### src/rtl/dma_pkg.sv
package dma_pkg;

  typedef logic [31:0] addr_t;

  typedef enum logic [1:0] {
    STEP_HOLD = 2'd0,
    STEP_UP   = 2'd1,
    STEP_DOWN = 2'd2,
    STEP_RSVD = 2'd3
  } step_e;

  typedef enum logic [1:0] {
    SEQ_IDLE  = 2'd0,
    SEQ_READ  = 2'd1,
    SEQ_WRITE = 2'd2,
    SEQ_FIN   = 2'd3
  } seq_e;

  localparam logic [2:0] REG_SRC  = 3'd0;
  localparam logic [2:0] REG_DST  = 3'd1;
  localparam logic [2:0] REG_CNT  = 3'd2;
  localparam logic [2:0] REG_MODE = 3'd3;
  localparam logic [2:0] REG_CTRL = 3'd4;

  // Reserved code 3 behaves as a fixed address.
  function automatic step_e decode_step(input logic [1:0] field);
    step_e s;
    case (field)
      2'd1:    s = STEP_UP;
      2'd2:    s = STEP_DOWN;
      default: s = STEP_HOLD;
    endcase
    return s;
  endfunction

  function automatic addr_t next_addr(input addr_t cur, input step_e mode, input addr_t stride);
    addr_t n;
    case (mode)
      STEP_UP:   n = cur + stride;
      STEP_DOWN: n = cur - stride;
      default:   n = cur;
    endcase
    return n;
  endfunction

endpackage

### src/rtl/dma_regs.sv
module dma_regs
  import dma_pkg::*;
#(
  parameter int CW = 16
) (
  input  logic          clk,
  input  logic          rst_n,
  input  logic          cfg_we,
  input  logic [2:0]    cfg_addr,
  input  logic [31:0]   cfg_wdata,
  output logic [31:0]   cfg_rdata,
  input  logic          busy,
  input  logic          done_evt,
  output addr_t         src_q,
  output addr_t         dst_q,
  output logic [CW-1:0] cnt_q,
  output step_e         src_mode,
  output step_e         dst_mode,
  output logic          irq,
  output logic          start_evt,
  output logic          clear_evt
);
  logic [3:0] mode_q;
  logic       cmd_wr;

  assign cmd_wr    = cfg_we && !busy;
  assign start_evt = cfg_we && (cfg_addr == REG_CTRL) && cfg_wdata[0];
  assign clear_evt = cfg_we && (cfg_addr == REG_CTRL) && cfg_wdata[1];
  assign src_mode  = decode_step(mode_q[1:0]);
  assign dst_mode  = decode_step(mode_q[3:2]);

  always_ff @(posedge clk) begin
    if (!rst_n) begin
      src_q  <= '0;
      dst_q  <= '0;
      cnt_q  <= '0;
      mode_q <= '0;
    end else if (cmd_wr) begin
      case (cfg_addr)
        REG_SRC:  src_q  <= cfg_wdata;
        REG_DST:  dst_q  <= cfg_wdata;
        REG_CNT:  cnt_q  <= cfg_wdata[CW-1:0];
        REG_MODE: mode_q <= cfg_wdata[3:0];
        default:  ;
      endcase
    end
  end

  // Completion wins over a clear arriving in the same cycle.
  always_ff @(posedge clk) begin
    if (!rst_n)         irq <= 1'b0;
    else if (done_evt)  irq <= 1'b1;
    else if (clear_evt) irq <= 1'b0;
  end

  always_comb begin
    cfg_rdata = '0;
    case (cfg_addr)
      REG_SRC:  cfg_rdata = src_q;
      REG_DST:  cfg_rdata = dst_q;
      REG_CNT:  cfg_rdata[CW-1:0] = cnt_q;
      REG_MODE: cfg_rdata[3:0] = mode_q;
      REG_CTRL: cfg_rdata[1:0] = {irq, busy};
      default:  cfg_rdata = '0;
    endcase
  end
endmodule

### src/rtl/dma_ptr.sv
module dma_ptr
  import dma_pkg::*;
#(
  parameter int STRIDE = 4
) (
  input  logic  clk,
  input  logic  rst_n,
  input  logic  load,
  input  addr_t base,
  input  logic  advance,
  input  step_e mode,
  output addr_t ptr
);
  localparam addr_t STRIDE_A = addr_t'(STRIDE);

  always_ff @(posedge clk) begin
    if (!rst_n)       ptr <= '0;
    else if (load)    ptr <= base;
    else if (advance) ptr <= next_addr(ptr, mode, STRIDE_A);
  end
endmodule

### src/rtl/dma_seq.sv
module dma_seq
  import dma_pkg::*;
#(
  parameter int CW = 16,
  parameter int DW = 32
) (
  input  logic          clk,
  input  logic          rst_n,
  input  logic          go,
  input  logic [CW-1:0] count,
  input  logic          mem_ready,
  input  logic [DW-1:0] mem_rdata,
  output logic          busy,
  output logic          mem_req,
  output logic          mem_we,
  output logic          rd_beat,
  output logic          wr_beat,
  output logic          done_evt,
  output logic [DW-1:0] data_q
);
  seq_e          state;
  logic [CW-1:0] remaining;
  logic          last_item;

  assign busy      = (state != SEQ_IDLE);
  assign mem_req   = (state == SEQ_READ) || (state == SEQ_WRITE);
  assign mem_we    = (state == SEQ_WRITE);
  assign rd_beat   = (state == SEQ_READ) && mem_ready;
  assign wr_beat   = (state == SEQ_WRITE) && mem_ready;
  assign done_evt  = (state == SEQ_FIN);
  assign last_item = (remaining == CW'(1));

  always_ff @(posedge clk) begin
    if (!rst_n) begin
      state     <= SEQ_IDLE;
      remaining <= '0;
      data_q    <= '0;
    end else begin
      case (state)
        SEQ_IDLE: if (go) begin
          remaining <= count;
          state     <= (count == '0) ? SEQ_FIN : SEQ_READ;
        end
        SEQ_READ: if (rd_beat) begin
          data_q <= mem_rdata;
          state  <= SEQ_WRITE;
        end
        SEQ_WRITE: if (wr_beat) begin
          remaining <= remaining - CW'(1);
          state     <= last_item ? SEQ_FIN : SEQ_READ;
        end
        default: state <= SEQ_IDLE;
      endcase
    end
  end
endmodule

### src/rtl/dma_engine.sv
module dma_engine
  import dma_pkg::*;
#(
  parameter int CW = 16,
  parameter int DW = 32
) (
  input  logic          clk,
  input  logic          rst_n,
  input  logic          cfg_we,
  input  logic [2:0]    cfg_addr,
  input  logic [31:0]   cfg_wdata,
  output logic [31:0]   cfg_rdata,
  output logic          mem_req,
  output logic          mem_we,
  output logic [31:0]   mem_addr,
  output logic [DW-1:0] mem_wdata,
  input  logic [DW-1:0] mem_rdata,
  input  logic          mem_ready,
  output logic          busy,
  output logic          irq
);
  localparam int STRIDE = DW / 8;

  addr_t         src_q, dst_q, src_ptr, dst_ptr;
  logic [CW-1:0] cnt_q;
  step_e         src_mode, dst_mode;
  logic          start_evt, clear_evt, go;
  logic          rd_beat, wr_beat, done_evt;
  logic [DW-1:0] data_q;

  assign go = start_evt && !busy;

  dma_regs #(.CW(CW)) u_regs (
    .clk(clk), .rst_n(rst_n), .cfg_we(cfg_we), .cfg_addr(cfg_addr),
    .cfg_wdata(cfg_wdata), .cfg_rdata(cfg_rdata), .busy(busy),
    .done_evt(done_evt), .src_q(src_q), .dst_q(dst_q), .cnt_q(cnt_q),
    .src_mode(src_mode), .dst_mode(dst_mode), .irq(irq),
    .start_evt(start_evt), .clear_evt(clear_evt)
  );

  dma_seq #(.CW(CW), .DW(DW)) u_seq (
    .clk(clk), .rst_n(rst_n), .go(go), .count(cnt_q),
    .mem_ready(mem_ready), .mem_rdata(mem_rdata), .busy(busy),
    .mem_req(mem_req), .mem_we(mem_we), .rd_beat(rd_beat),
    .wr_beat(wr_beat), .done_evt(done_evt), .data_q(data_q)
  );

  dma_ptr #(.STRIDE(STRIDE)) u_src_ptr (
    .clk(clk), .rst_n(rst_n), .load(go), .base(src_q),
    .advance(rd_beat), .mode(src_mode), .ptr(src_ptr)
  );

  dma_ptr #(.STRIDE(STRIDE)) u_dst_ptr (
    .clk(clk), .rst_n(rst_n), .load(go), .base(dst_q),
    .advance(wr_beat), .mode(dst_mode), .ptr(dst_ptr)
  );

  assign mem_addr  = mem_we ? dst_ptr : src_ptr;
  assign mem_wdata = data_q;
endmodule

### config.mk
export PLATFORM = sky130hd
export DESIGN_NAME = dma_engine
export DESIGN_NICKNAME = d
export VERILOG_FILES = /design/src/rtl/dma_pkg.sv /design/src/rtl/dma_regs.sv /design/src/rtl/dma_ptr.sv /design/src/rtl/dma_seq.sv /design/src/rtl/dma_engine.sv
export SDC_FILE = /design/constraint.sdc
export NUM_CORES = 1
export LEC_CHECK = 0
export BUFFER_PORTS_ARGS = -buffer_cell sky130_fd_sc_hd__buf_2
export CAP_MARGIN = 20
export CORE_MARGIN = 8
export CORE_UTILIZATION = 35
export DETAILED_ROUTE_END_ITERATION = 6
export SLEW_MARGIN = 20
export SYNTH_ARGS = -nofsm -noshare
export SYNTH_HDL_FRONTEND = slang
export SYNTH_SLANG_ARGS = --single-unit
### constraint.sdc
create_clock -name clk -period 4.3 [get_ports clk]
set_clock_uncertainty 0.2 [all_clocks]
set_input_delay 0.645 -clock clk [delete_from_list [all_inputs] [get_ports clk]]
set_output_delay 0.645 -clock clk [all_outputs]
set_load 0.005 [all_outputs]
# --- Word-level counts from Yosys, hierarchy flattened ---
# Cells that the tools add are included.
# W data, S select, Z words.
word_totals:
  ff_bits: 199
  latch_bits: 0
  ramBits: 0
  romBits: 0
  inputBits: 71
  out_inout_bits: 100
  mem_count: 0
classes:
  add_sub_neg: 5
  mul: 0
  div_mod_pow: 0
  magnitude_cmp: 0
  n_eq_ne: 19
  n_shift: 0
  muxes: 24
  bitwise_logic: 0
  n_reduce_logical: 28
ops:
  columns: ["cell", "n"]
  rows:
  - ["$mux W32", 5]
  - ["$pmux W32 S2", 2]
  - ["$add A32 B3 Y32 const B", 2]
  - ["$pmux W16 S2", 2]
  - ["$sub A32 B3 Y32 const B", 2]
  - ["$pmux W12 S3", 1]
  - ["$mux W16", 2]
  - ["$eq A16 B1 Y1 const B", 1]
  - ["$logic_not A16 Y1", 1]
  - ["$sub A16 B1 Y16 const B", 1]
  - ["$reduce_and A2 Y1", 7]
  - ["$eq A2 B2 Y1 const B", 6]
  - ["$eq A2 B1 Y1 const B", 5]
  - ["$mux W2", 5]
  - ["$pmux W2 S5", 1]
  - ["$reduce_bool A2 Y1", 5]
  - ["$pmux W2 S2", 2]
  - ["$pmux W2 S4", 1]
  - ["$logic_and A1 B1 Y1", 7]
  - ["$eq A3 B2 Y1 const B", 2]
  - ["$pmux W2 S3", 1]
  - ["$reduce_and A3 Y1", 2]
  - ["$reduce_bool A3 Y1", 2]
  - ["$ne A2 B2 Y1 const B", 2]
  - ["other kinds (8)", 9]

# --- Depth between registers and ports, before layout ---
# Gate-level depths: netlist (run 1).
depth:
  word_depth: 6
  ltp_mapped: 14
  mapped_depth_nobuf: 10

# --- Cells and area by module ---
# Synthesis (run 1) repeated with hierarchy kept, for this count alone.
hier_totals:
  hier_cells: 1735
  area_unflattened_um2: 13780.7
by_module_without_submodules:
  columns: ["module", "n_inst", "cells_each", "area_each_um2", "seq_area_each_um2"]
  rows:
  - ["dma_ptr", 2, 481, 3359.5, 640.6]
  - ["dma_regs", 1, 419, 3930.0, 1701.6]
  - ["dma_seq", 1, 317, 2581.2, 1001.0]
  - ["dma_engine", 1, 37, 550.5, 0.0]

# --- Worst setup path before layout (run 1) ---
# OpenSTA, ideal clock, no wires.
synth_path:
  kind: "flip-flop to flip-flop"
  start: "register u_regs.mode_q[0]"
  end: "register u_src_ptr.ptr[24]"
  setup_time_ps: 121
  t_arrival_ps: 3310
  path_slack_ps: 669
  path_stages_with_launch: 15
  synth_period_minus_slack_ps: 3631
  path_cell_list: "dfxtp_1 nand2b_1 clkbuf_1 buf_2 buf_2 buf_1 xnor2_1 ha_1 nand3_1 o41ai_1 o221ai_2 or3_1 mux2i_1 xor2_1 o21ai_1"
synth_via:
  elab_chain_len: 6
  word_cells_on_any_way: 10
synth_lines:
  columns: ["item", "line_no", "source"]
  rows:
  - ["start: declaration", "dma_regs.sv:23", "logic [3:0] mode_q;"]
  - ["start signal: assignment", "dma_regs.sv:43", "REG_MODE: mode_q <= cfg_wdata[3:0];"]
  - ["$eq A2 B2 Y1 or $eq A2 B1 Y1 (tied branches)", "dma_pkg.sv:28", "case (field)"]
  - ["$pmux W2 S2 (*)", "dma_pkg.sv:28", null]
  - ["$eq A2 B2 Y1 or $eq A2 B1 Y1 (tied branches)", "dma_pkg.sv:38", "case (mode)"]
  - ["$pmux W32 S2", "dma_pkg.sv:38", null]
  - ["$mux W32", "dma_ptr.sv:19", "else if (advance) ptr <= next_addr(ptr, mode, STRIDE_A);"]
  - ["$mux W32", "dma_ptr.sv:18", "else if (load) ptr <= base;"]
  - ["end signal: assignment", "dma_ptr.sv:18", null]
  - ["end signal: assignment", "dma_ptr.sv:19", null]
  - ["end: declaration", "dma_ptr.sv:12", "output addr_t ptr"]
# Every way passes the cells marked *; elsewhere a longest branch is shown, timed or not. The select of a mux whose other input is x is not followed.
# A chain may end at the register's enable or synchronous reset.

# --- Worst setup path in the final report (run 1) ---
layout_path:
  start: "register u_regs.mode_q[0]"
  end: "register u_src_ptr.ptr[28]"
# Same word-level chain as after synthesis.

==> results.toml, run 1 <==
[outcome]
status = "finished with violations"
violations = "DRC"

[yosys]
ys_top_cells_by_area = "dfxtp_1 33%, nand2_1 8.5%, a21oi_1 6.6%, nor2_1 5.2%, mux2i_1 4.5%"
yosys.area_share.adder_pct = 0.9298
synth_xor_area_share_pct = 4.195
yosys.area_share.simple_pct = 27.34
synth_top_area_cell = "dfxtp_1"
synth_seq_cells = 199
synth.area.mux_share_pct = 8.265
ys_async_sr_fraction_pct = 0
yosys_warnings = 0
netlist.area_leader.share_pct = 32.90
synth_seq_area_share_pct = 32.90
synth_top_family_by_area = "simple AND/OR/NAND/NOR gates"
synth_cell_types = 78
synth_edf_count = 0
synth_fp_nets = 1709
synth_compound_area_share_pct = 20.76
syn-instance-count = 1629
synth.avg_cell_area_um2 = 7.434
synth_area_mm2 = 0.01211
synth_ff_type = "dfxtp_1"

[clock_tree]
cts_resized = 0
cts_tree = "yes"
clockBufferDepth = 2
holdBufCountCts = 0
clkSinkCount = 199
path_clk_slew_ns = 0.08
htree_levels = 4
insertion_delay_ns = 0.46
root_buffer = "clkbuf_16"
cts_buffers = 17
post_cts_buffers = 0

[global_routing]
grt_overflow = 0
grt_usage_pct = 20.83
antenna_found_initial = 1
grt_pass1_wl_um = 68920
grt_max_degree = 84
grt_pass1_vias = 11940

[place]
portBuffers = 170
dp_hpwl_um = 32090
place_ws_ns = 1.136
gp_congestion = 0.9191

[critical_path]
crit_fanout = 8
worst_ep_required_time_ns = 4.41
crit_type = "flop to flop"
setup.worst_path.start_class = "flop"
endpoint_kind = "flop"
worst-endpoint-arrival_ns = 3.26

[timing]
timing.slew.headroom_pct = 36.81
slew_violations = 0
fin_setup_tns_ns = 0
setup_viol = 0
min_period_ns = 3.151
fin_ws_ns = 1.149
hold_viol = 0
fmax_mhz = 317.4
worst_slew_pin_slew_ns = 0.9478
finalCritPeriodShare_pct = 73.28
rsz0062_at_grt = "false"

[die]
fp.dieH_um = 202.0
dieArea_mm2 = 0.04081
core_area_mm2 = 0.03429
pin_count = 171
start_util_pct = 35.32
rows = 68
dieWidth_um = 202.0

[drt]
drt_iter0_drc = 1313
post-route-drc-count = 4
drtPass1Iterations = 7
vias = 12450
drt_wl_total_um = 43700
ant_nets = 0
wl_per_cell_um = 20.22
vias_per_cell = 5.759

[cells_and_area]
final_nets = 1773
n_fill_cell = 3606
syn_to_final_growth_pct = 13.69
diodes = 0
layout-drive-gt1-share_pct = 17.35

[power_and_ir_drop]
p_leak_nw = 5.271
ir_worst_vdd_mv = 0.2803
powerDensity_mw_per_mm2 = 352.6

[hold_path]
hp-class = "primary input to flop"

[run]
cap_violations = 0
[per-layer routing]
metal	share of wire [%]	global-route usage, %
met1	46	28.50
met2	45	32.73
met3	6.5	3.570
met4	2.3	6.914
met5	0	0
[area by class of cell]
| class | instances | area (µm²) | area share [%] |
|---|---|---|---|
| clock inverters | 14 | 161.4 | 1.172 |
| inverters | 16 | 62.56 | 0.4544 |
| flip-flops and latches | 199 | 3984 | 28.93 |
| multi-input cells | 1261 | 7466 | 54.23 |
| well taps | 455 | 569.3 | 4.135 |
| repair buffers | 198 | 1086 | 7.888 |
| clock buffers | 18 | 439.2 | 3.190 |
[cells by family after synthesis]
group                      after synthesis
and+or+nand+nor                        709
xor gates and xnor gates                58
buffers and inverters                  169
DFF                                    199
adders and majority gates                9
muxes                                   91
AOI/OAI and AO/OA                      394
[sequential cells by signal, indices dropped and copies added (netlist names)]
register         flops
u_dst_ptr.ptr       32
u_regs.dst_q        32
u_regs.src_q        32
u_seq.remaining     16
u_seq.state          2
u_regs.irq           1
u_regs.cnt_q        16
u_seq.data_q        32
u_src_ptr.ptr       32
u_regs.mode_q        4
[per-stage QoR]
step                      util (%)  cells  hold slack (ns)  area, µm²  power (W)
final                        40.15   2161           0.2142      13770   0.004855
after global routing         40.15   2161           0.2015      13770   0.005106
after CTS                    40.15   2161           0.1934      13770   0.004882
after detailed placement     38.40   2129           0.2446      13170   0.003209
after global placement       38.40   2129           0.2397      13170   0.003190
after floorplan                  -   1629           0.2329      12110   0.002863
[Yosys cell counts (10+ instances only)]
master and number:
nor3_1 38, mux2i_1 55, o22ai_1 21, xor2_1 16, a22o_1 16, nand2_1 275, dfxtp_1 199, a21oi_1 160
or3_1 27, clkbuf_1 115, buf_2 22, a31oi_1 19, nor4_1 22, nor2_1 167, mux2_2 32, and2_1 17
and3_1 19, or4_1 15, nand4_1 30, inv_1 16, xnor2_1 42, nand3_1 48, buf_1 13, o21ai_0 46
a211oi_1 26, a22oi_1 15, nor3b_1 10
[critical path, cell delays in order, from the launching register on]
cell      delay, ns
dfxtp_1        0.53
nand2b_2       0.21
xnor2_1        0.12
ha_1           0.28
nand3_1        0.14
o41ai_1        0.46
o221ai_2       0.21
or3_1          0.43
o22ai_1        0.19
xnor2_1        0.14
o22ai_1        0.09
[placed cells by master (no fill, tap or decap), types with 8 or more instances in the layout]
cell and n:
nor3_1 37, nand4_1 30, xor2_1 16, a21oi_1 160, xnor2_1 42, and3_1 19
nor3b_1 10, buf_2 170, nor4_1 22, mux2i_1 55, and2_1 17, a22oi_1 15
nor2_1 166, a22o_1 16, o22ai_1 21, o31ai_1 8, buf_4 26, a31oi_1 19
nand3b_1 8, dfxtp_1 199, or4_1 15, inv_1 15, clkbuf_16 17, nand3_1 48
a211oi_1 26, nand2_1 275, o21ai_1 8, ha_1 8, o21ai_0 46, or3_1 27
mux2_2 32
[power breakdown]
part / switching (W) / internal (W) / total, W
logic: 0.000686 / 0.000419 / 0.00110
clock network: 0.000835 / 0.000845 / 0.00168
registers: 0.000122 / 0.00195 / 0.00207
total: 0.00164 / 0.00321 / 0.00485
[path summary, 6_finish.rpt]
kind / startpoint / end / slack [ns] / cells after the start
max: u_regs.mode_q[0]$_SDFFE_PN0P_ / u_src_ptr.ptr[28]$_SDFFE_PN0P_ / 1.15 / 10
min reg2reg: u_seq.data_q[3]$_SDFFE_PN0P_ / u_seq.data_q[3]$_SDFFE_PN0P_ / 0.25 / 2
max reg2reg: u_regs.mode_q[0]$_SDFFE_PN0P_ / u_src_ptr.ptr[28]$_SDFFE_PN0P_ / 1.15 / 10
min: mem_rdata[31] / u_seq.data_q[31]$_SDFFE_PN0P_ / 0.21 / 3
No activity file was read; power rests on OpenSTA's default activity.
==> run 2: changes to the inputs <==
clock period = 3.1 ns   (was 4.3 ns; I/O delays follow)
==> results.toml, run 2 (synthesis results as in run 1) <==
[outcome]
status = "finished clean"

[global_routing]
grt_overflow = 0
grt_pass1_wl_um = 68930
antenna_found_initial = 0
grt_max_degree = 77
grt_usage_pct = 20.69
grt_pass1_vias = 11870

[die]
start_util_pct = 35.32
fp.dieH_um = 202.0
core_area_mm2 = 0.03429
dieWidth_um = 202.0
pin_count = 171
rows = 68
dieArea_mm2 = 0.04081

[critical_path]
crit_fanout = 32
cp_cell_sequence = "inv_1 -> ha_2 -> buf_6 -> mux2_2 -> buf_2"
rrSetupSlack_ns = 0.33
r2r-end = "u_src_ptr.ptr[28]$_SDFFE_PN0P_"
r2r_cells = 10
critPathMaxStageDelay_ns = 0.42
crit-reg2reg-launch = "u_regs.mode_q[0]$_SDFFE_PN0P_"
crit_type = "flop to output pin"
setup.worst_path.start_class = "flop"
cp_slowest_cell = "mux2_2"
endpoint_kind = "output pin"
crit_path_start = "u_seq.state[0]$_SDFFE_PN0P_"
worst_ep_required_time_ns = 2.43
worst-endpoint-arrival_ns = 2.24

[hold_path]
min_to = "u_seq.data_q[8]$_SDFFE_PN0P_"
hp-class = "primary input to flop"
min-delay-start = "mem_rdata[8]"
min_path_cells = 3

[drt]
vias = 12640
ant_nets = 0
wl_per_cell_um = 20.15
drtPass1Iterations = 5
post-route-drc-count = 0
drt_wl_total_um = 44020
drt_iter0_drc = 1341
vias_per_cell = 5.784

[place]
dp_hpwl_um = 32490
gp_congestion = 0.9502
placedCellCount = 2153
portBuffers = 170

[clock_tree]
clockBufferDepth = 2
root_buffer = "clkbuf_16"
path_clk_slew_ns = 0.08
insertion_delay_ns = 0.44
cts_tree = "yes"
clkSinkCount = 199
cts_buffers = 17
cts_resized = 0
htree_levels = 4
holdBufCountCts = 0
post_cts_buffers = 0

[cells_and_area]
final_nets = 1797
final_common_cell = "nand2_1"
utilization_pct = 40.84
layout_common_cells = "275 x nand2_1, 197 x dfxtp_1, 170 x buf_2, 166 x nor2_1, 160 x a21oi_1"
layout-drive-gt1-share_pct = 18.67
final_cells = 2185
diodes = 0
syn_to_final_growth_pct = 15.63
n_fill_cell = 3547

[power_and_ir_drop]
power_frac_clock_pct = 34.7
ir_worst_vdd_mv = 0.3862
switching_power_w = 0.002185
p_comb_share_pct = 23.1
p_int_w = 0.004616
p_leak_nw = 5.412
powerDensity_mw_per_mm2 = 485.7
p_sw_share_pct = 32.12
power_frac_seq_pct = 42.1

[timing]
timing.slew.headroom_pct = 52.98
setup_viol = 0
rsz0062_at_grt = "false"
finalCritPeriodShare_pct = 93.68
hold_viol = 0
fmax_mhz = 344.3
min_period_ns = 2.904
worst_slew_pin_slew_ns = 0.7053
fin_setup_tns_ns = 0
slew_violations = 0

[run]
cap_violations = 0
run 2: worst max path at each step:
stage	endpoint	slack (ns)	cells past startpoint
2_1_floorplan	u_dst_ptr.ptr[14]$_SDFFE_PN0N_	0.007	14
6_report	mem_addr[12]	0.20	5
3_3_place_gp	u_src_ptr.ptr[28]$_SDFFE_PN0P_	0.35	10
5_1_grt	mem_addr[12]	0.11	5
3_5_place_dp	u_src_ptr.ptr[28]$_SDFFE_PN0P_	0.33	10
4_1_cts	mem_addr[2]	0.12	5
run 2: cell type report:
cell class	instances	area [µm²]	area share, %
Clock buffer	20	446.7	3.190
Multi-Input combinational cell	1261	7478	53.40
Sequential cell	199	3986	28.47
Timing Repair Buffer	222	1295	9.248
Clock inverter	12	165.2	1.179
Tap cell	455	569.3	4.065
Inverter	16	62.56	0.4467
run 2: per-layer routing:
| metal | vias up | routed length (µm) | global-route usage, % |
|---|---|---|---|
| met4 | 0 | 590 | 4.096 |
| met2 | 513 | 19940 | 32.70 |
| met3 | 45 | 2907 | 3.250 |
| met5 | - | 0 | 0 |
| met1 | 6108 | 20590 | 29.38 |
| li1 | 5972 | - | - |
run 2: through the flow:
stage / setup slack (ns) / hold slack, ns / instance area (µm²) / power, W
6_report: 0.1959 / 0.05666 / 14000 / 0.006801
4_1_cts: 0.1176 / 0.04152 / 14000 / 0.006822
3_3_place_gp: 0.3468 / 0.2393 / 13390 / 0.004448
5_1_grt: 0.1137 / 0.04959 / 14000 / 0.007138
2_1_floorplan: 0.007458 / 0.2329 / 12150 / 0.003975
3_5_place_dp: 0.3288 / 0.2451 / 13390 / 0.004476
run 2: power by group through the flow:
stage | clock network, W | registers, W | logic [W]
final | 0.00236 | 0.00287 | 0.00157
after global routing | 0.00250 | 0.00289 | 0.00175
after CTS | 0.00240 | 0.00286 | 0.00157
after detailed placement | 0 | 0.00292 | 0.00156
after global placement | 0 | 0.00291 | 0.00154
after floorplan | 0 | 0.00285 | 0.00112
run 2: worst max-delay path: cells and delay by family, from the launching register on:
kind	cells	cell delay [ns]
DFF	1	0.36
buffers and inverters	3	0.61
adders and majority gates	1	0.37
muxes	1	0.42
==> run 3: changes to the inputs <==
clock period = 2.52 ns   (was 3.1 ns; I/O delays follow)
==> results.toml, run 3 (synthesis results as in run 1) <==
[outcome]
status = "finished with violations"
violations = "setup timing"

[timing]
setup_viol = 5
worst_slew_pin_slew_ns = 0.5236
min_period_ns = 2.559
fmax_mhz = 390.8
hold_viol = 0
timing.slew.headroom_pct = 65.05
rsz0062_at_grt = "true"
slew_violations = 0
finalCritPeriodShare_pct = 101.6
fin_setup_tns_ns = -0.1419
fin_ws_ns = -0.03917

[critical_path]
critPathMaxStageDelay_ns = 0.32
cp_common_cell = "buf_4"
setup.worst_path.start_class = "flop"
endpoint_kind = "flop"
cp_cell_sequence = "nand2b_4 -> xnor2_2 -> ha_2 -> buf_4 -> buf_4 -> o41a_1 -> o221ai_2 -> buf_4 -> mux2i_1 -> nor2_1 -> xnor2_1 -> a21oi_1"
worst_ep_required_time_ns = 2.65
critical_path_depth = 12
crit_type = "flop to flop"
worst-endpoint-arrival_ns = 2.69
critPathBufInv = 3
crit_fanout = 3
cpLargestDelayFamily = "compound AO/OA/AOI/OAI gates"
r2r_cells = 12
cp_slowest_cell = "dfxtp_2"

[clock_tree]
clockBufferDepth = 2
path_clk_slew_ns = 0.08
root_buffer = "clkbuf_16"
cts_buffers = 17
insertion_delay_ns = 0.45
clkSinkCount = 199
htree_levels = 4
cts_tree = "yes"

[cells_and_area]
final_common_cell = "nand2_1"
syn_to_final_growth_pct = 30.91
diodes = 0
final_cells = 2357
final_nets = 1970
layout_common_cells = "274 x nand2_1, 192 x dfxtp_1, 170 x buf_2, 164 x nor2_1, 158 x a21oi_1"
layout-drive-gt1-share_pct = 25.34
n_fill_cell = 3361
final_area_mm2 = 0.01585

[die]
start_util_pct = 35.32
dieWidth_um = 202.0
pin_count = 171
core_area_mm2 = 0.03429
fp.dieH_um = 202.0
rows = 68
dieArea_mm2 = 0.04081

[run]
cap_violations = 0

[global_routing]
grt_max_degree = 97
grt_usage_pct = 22.40
antenna_found_initial = 0
grt_pass1_wl_um = 74330
grt_overflow = 0
grt_pass1_vias = 13030

[place]
place_ws_ns = -0.01742
portBuffers = 170
dp_hpwl_um = 34570
placedCellCount = 2261
gp_congestion = 0.9013
placed_cell_area_mm2 = 0.01437

[power_and_ir_drop]
powerDensity_mw_per_mm2 = 551.8
p_leak_nw = 6.313
ir_worst_vdd_mv = 0.4828

[drt]
vias_per_cell = 5.669
ant_nets = 0
drt_iter0_drc = 1394
drt_wl_total_um = 47710
drtPass1Iterations = 5
post-route-drc-count = 0
vias = 13360
wl_per_cell_um = 20.24

[hold_path]
hp-class = "primary input to flop"
min_path_cells = 3
==> run 3: metal layers <==
metal	track usage, %	routed length (µm)	vias to the layer above
li1	-	-	6319
met1	30.76	21490	6418
met2	36.09	21970	550
met3	3.426	3329	75
met4	5.948	928	0
met5	0	0	-
==> run 3: path summary, 6_finish.rpt <==
check | start | endpoint | slack, ns
worst max-delay path | u_regs.mode_q[0]$_SDFFE_PN0P_ | u_src_ptr.ptr[16]$_SDFFE_PN0P_ | -0.04
worst min-delay path | cfg_wdata[10] | u_regs.src_q[10]$_SDFFE_PN0P_ | 0.02
worst max register to register | u_regs.mode_q[0]$_SDFFE_PN0P_ | u_src_ptr.ptr[16]$_SDFFE_PN0P_ | -0.04
worst min register to register | u_seq.data_q[24]$_SDFFE_PN0P_ | u_seq.data_q[24]$_SDFFE_PN0P_ | 0.25
==> run 3: metrics by stage <==
step	hold WS, ns	total power [W]	utilization, %
2_1_floorplan	0.2329	0.004900	-
3_3_place_gp	0.2387	0.005716	41.91
3_5_place_dp	0.2448	0.005750	41.91
4_1_cts	0.004163	0.008723	45.50
5_1_grt	0.01598	0.009153	46.24
6_report	0.02156	0.008748	46.24
==> run 3: report_power, final <==
part	switching, W	internal, W
registers	0.000177	0.00333
logic	0.00134	0.00105
clock network	0.00135	0.00151
total	0.00287	0.00588
==> run 3: area by class of cell <==
class	count	area [µm²]	area share [%]
Multi-Input combinational cell	1261	7741	48.83
Sequential cell	199	3995	25.20
Timing Repair Buffer	395	2899	18.29
Tap cell	455	569.3	3.591
Clock buffer	19	442.9	2.794
Clock inverter	12	143.9	0.9076
Inverter	16	62.56	0.3946
==> run 3: worst min-delay path: cells and delay by family <==
family          cells  cell delay, ns
compound gates      1            0.05
simple gates        1            0.06
buf+inv             1            0.13
==> run 3: timing repair <==
item | CTS | global route
endpoints found under the hold margin | 82 | 0
setup buffers | 0 | 4
pin swaps | 1 | 16
gates resized for setup | 5 | 50
hold buffers | 59 | 0
gates cloned | 1 | 1
endpoints found under the setup margin | 34 | 51
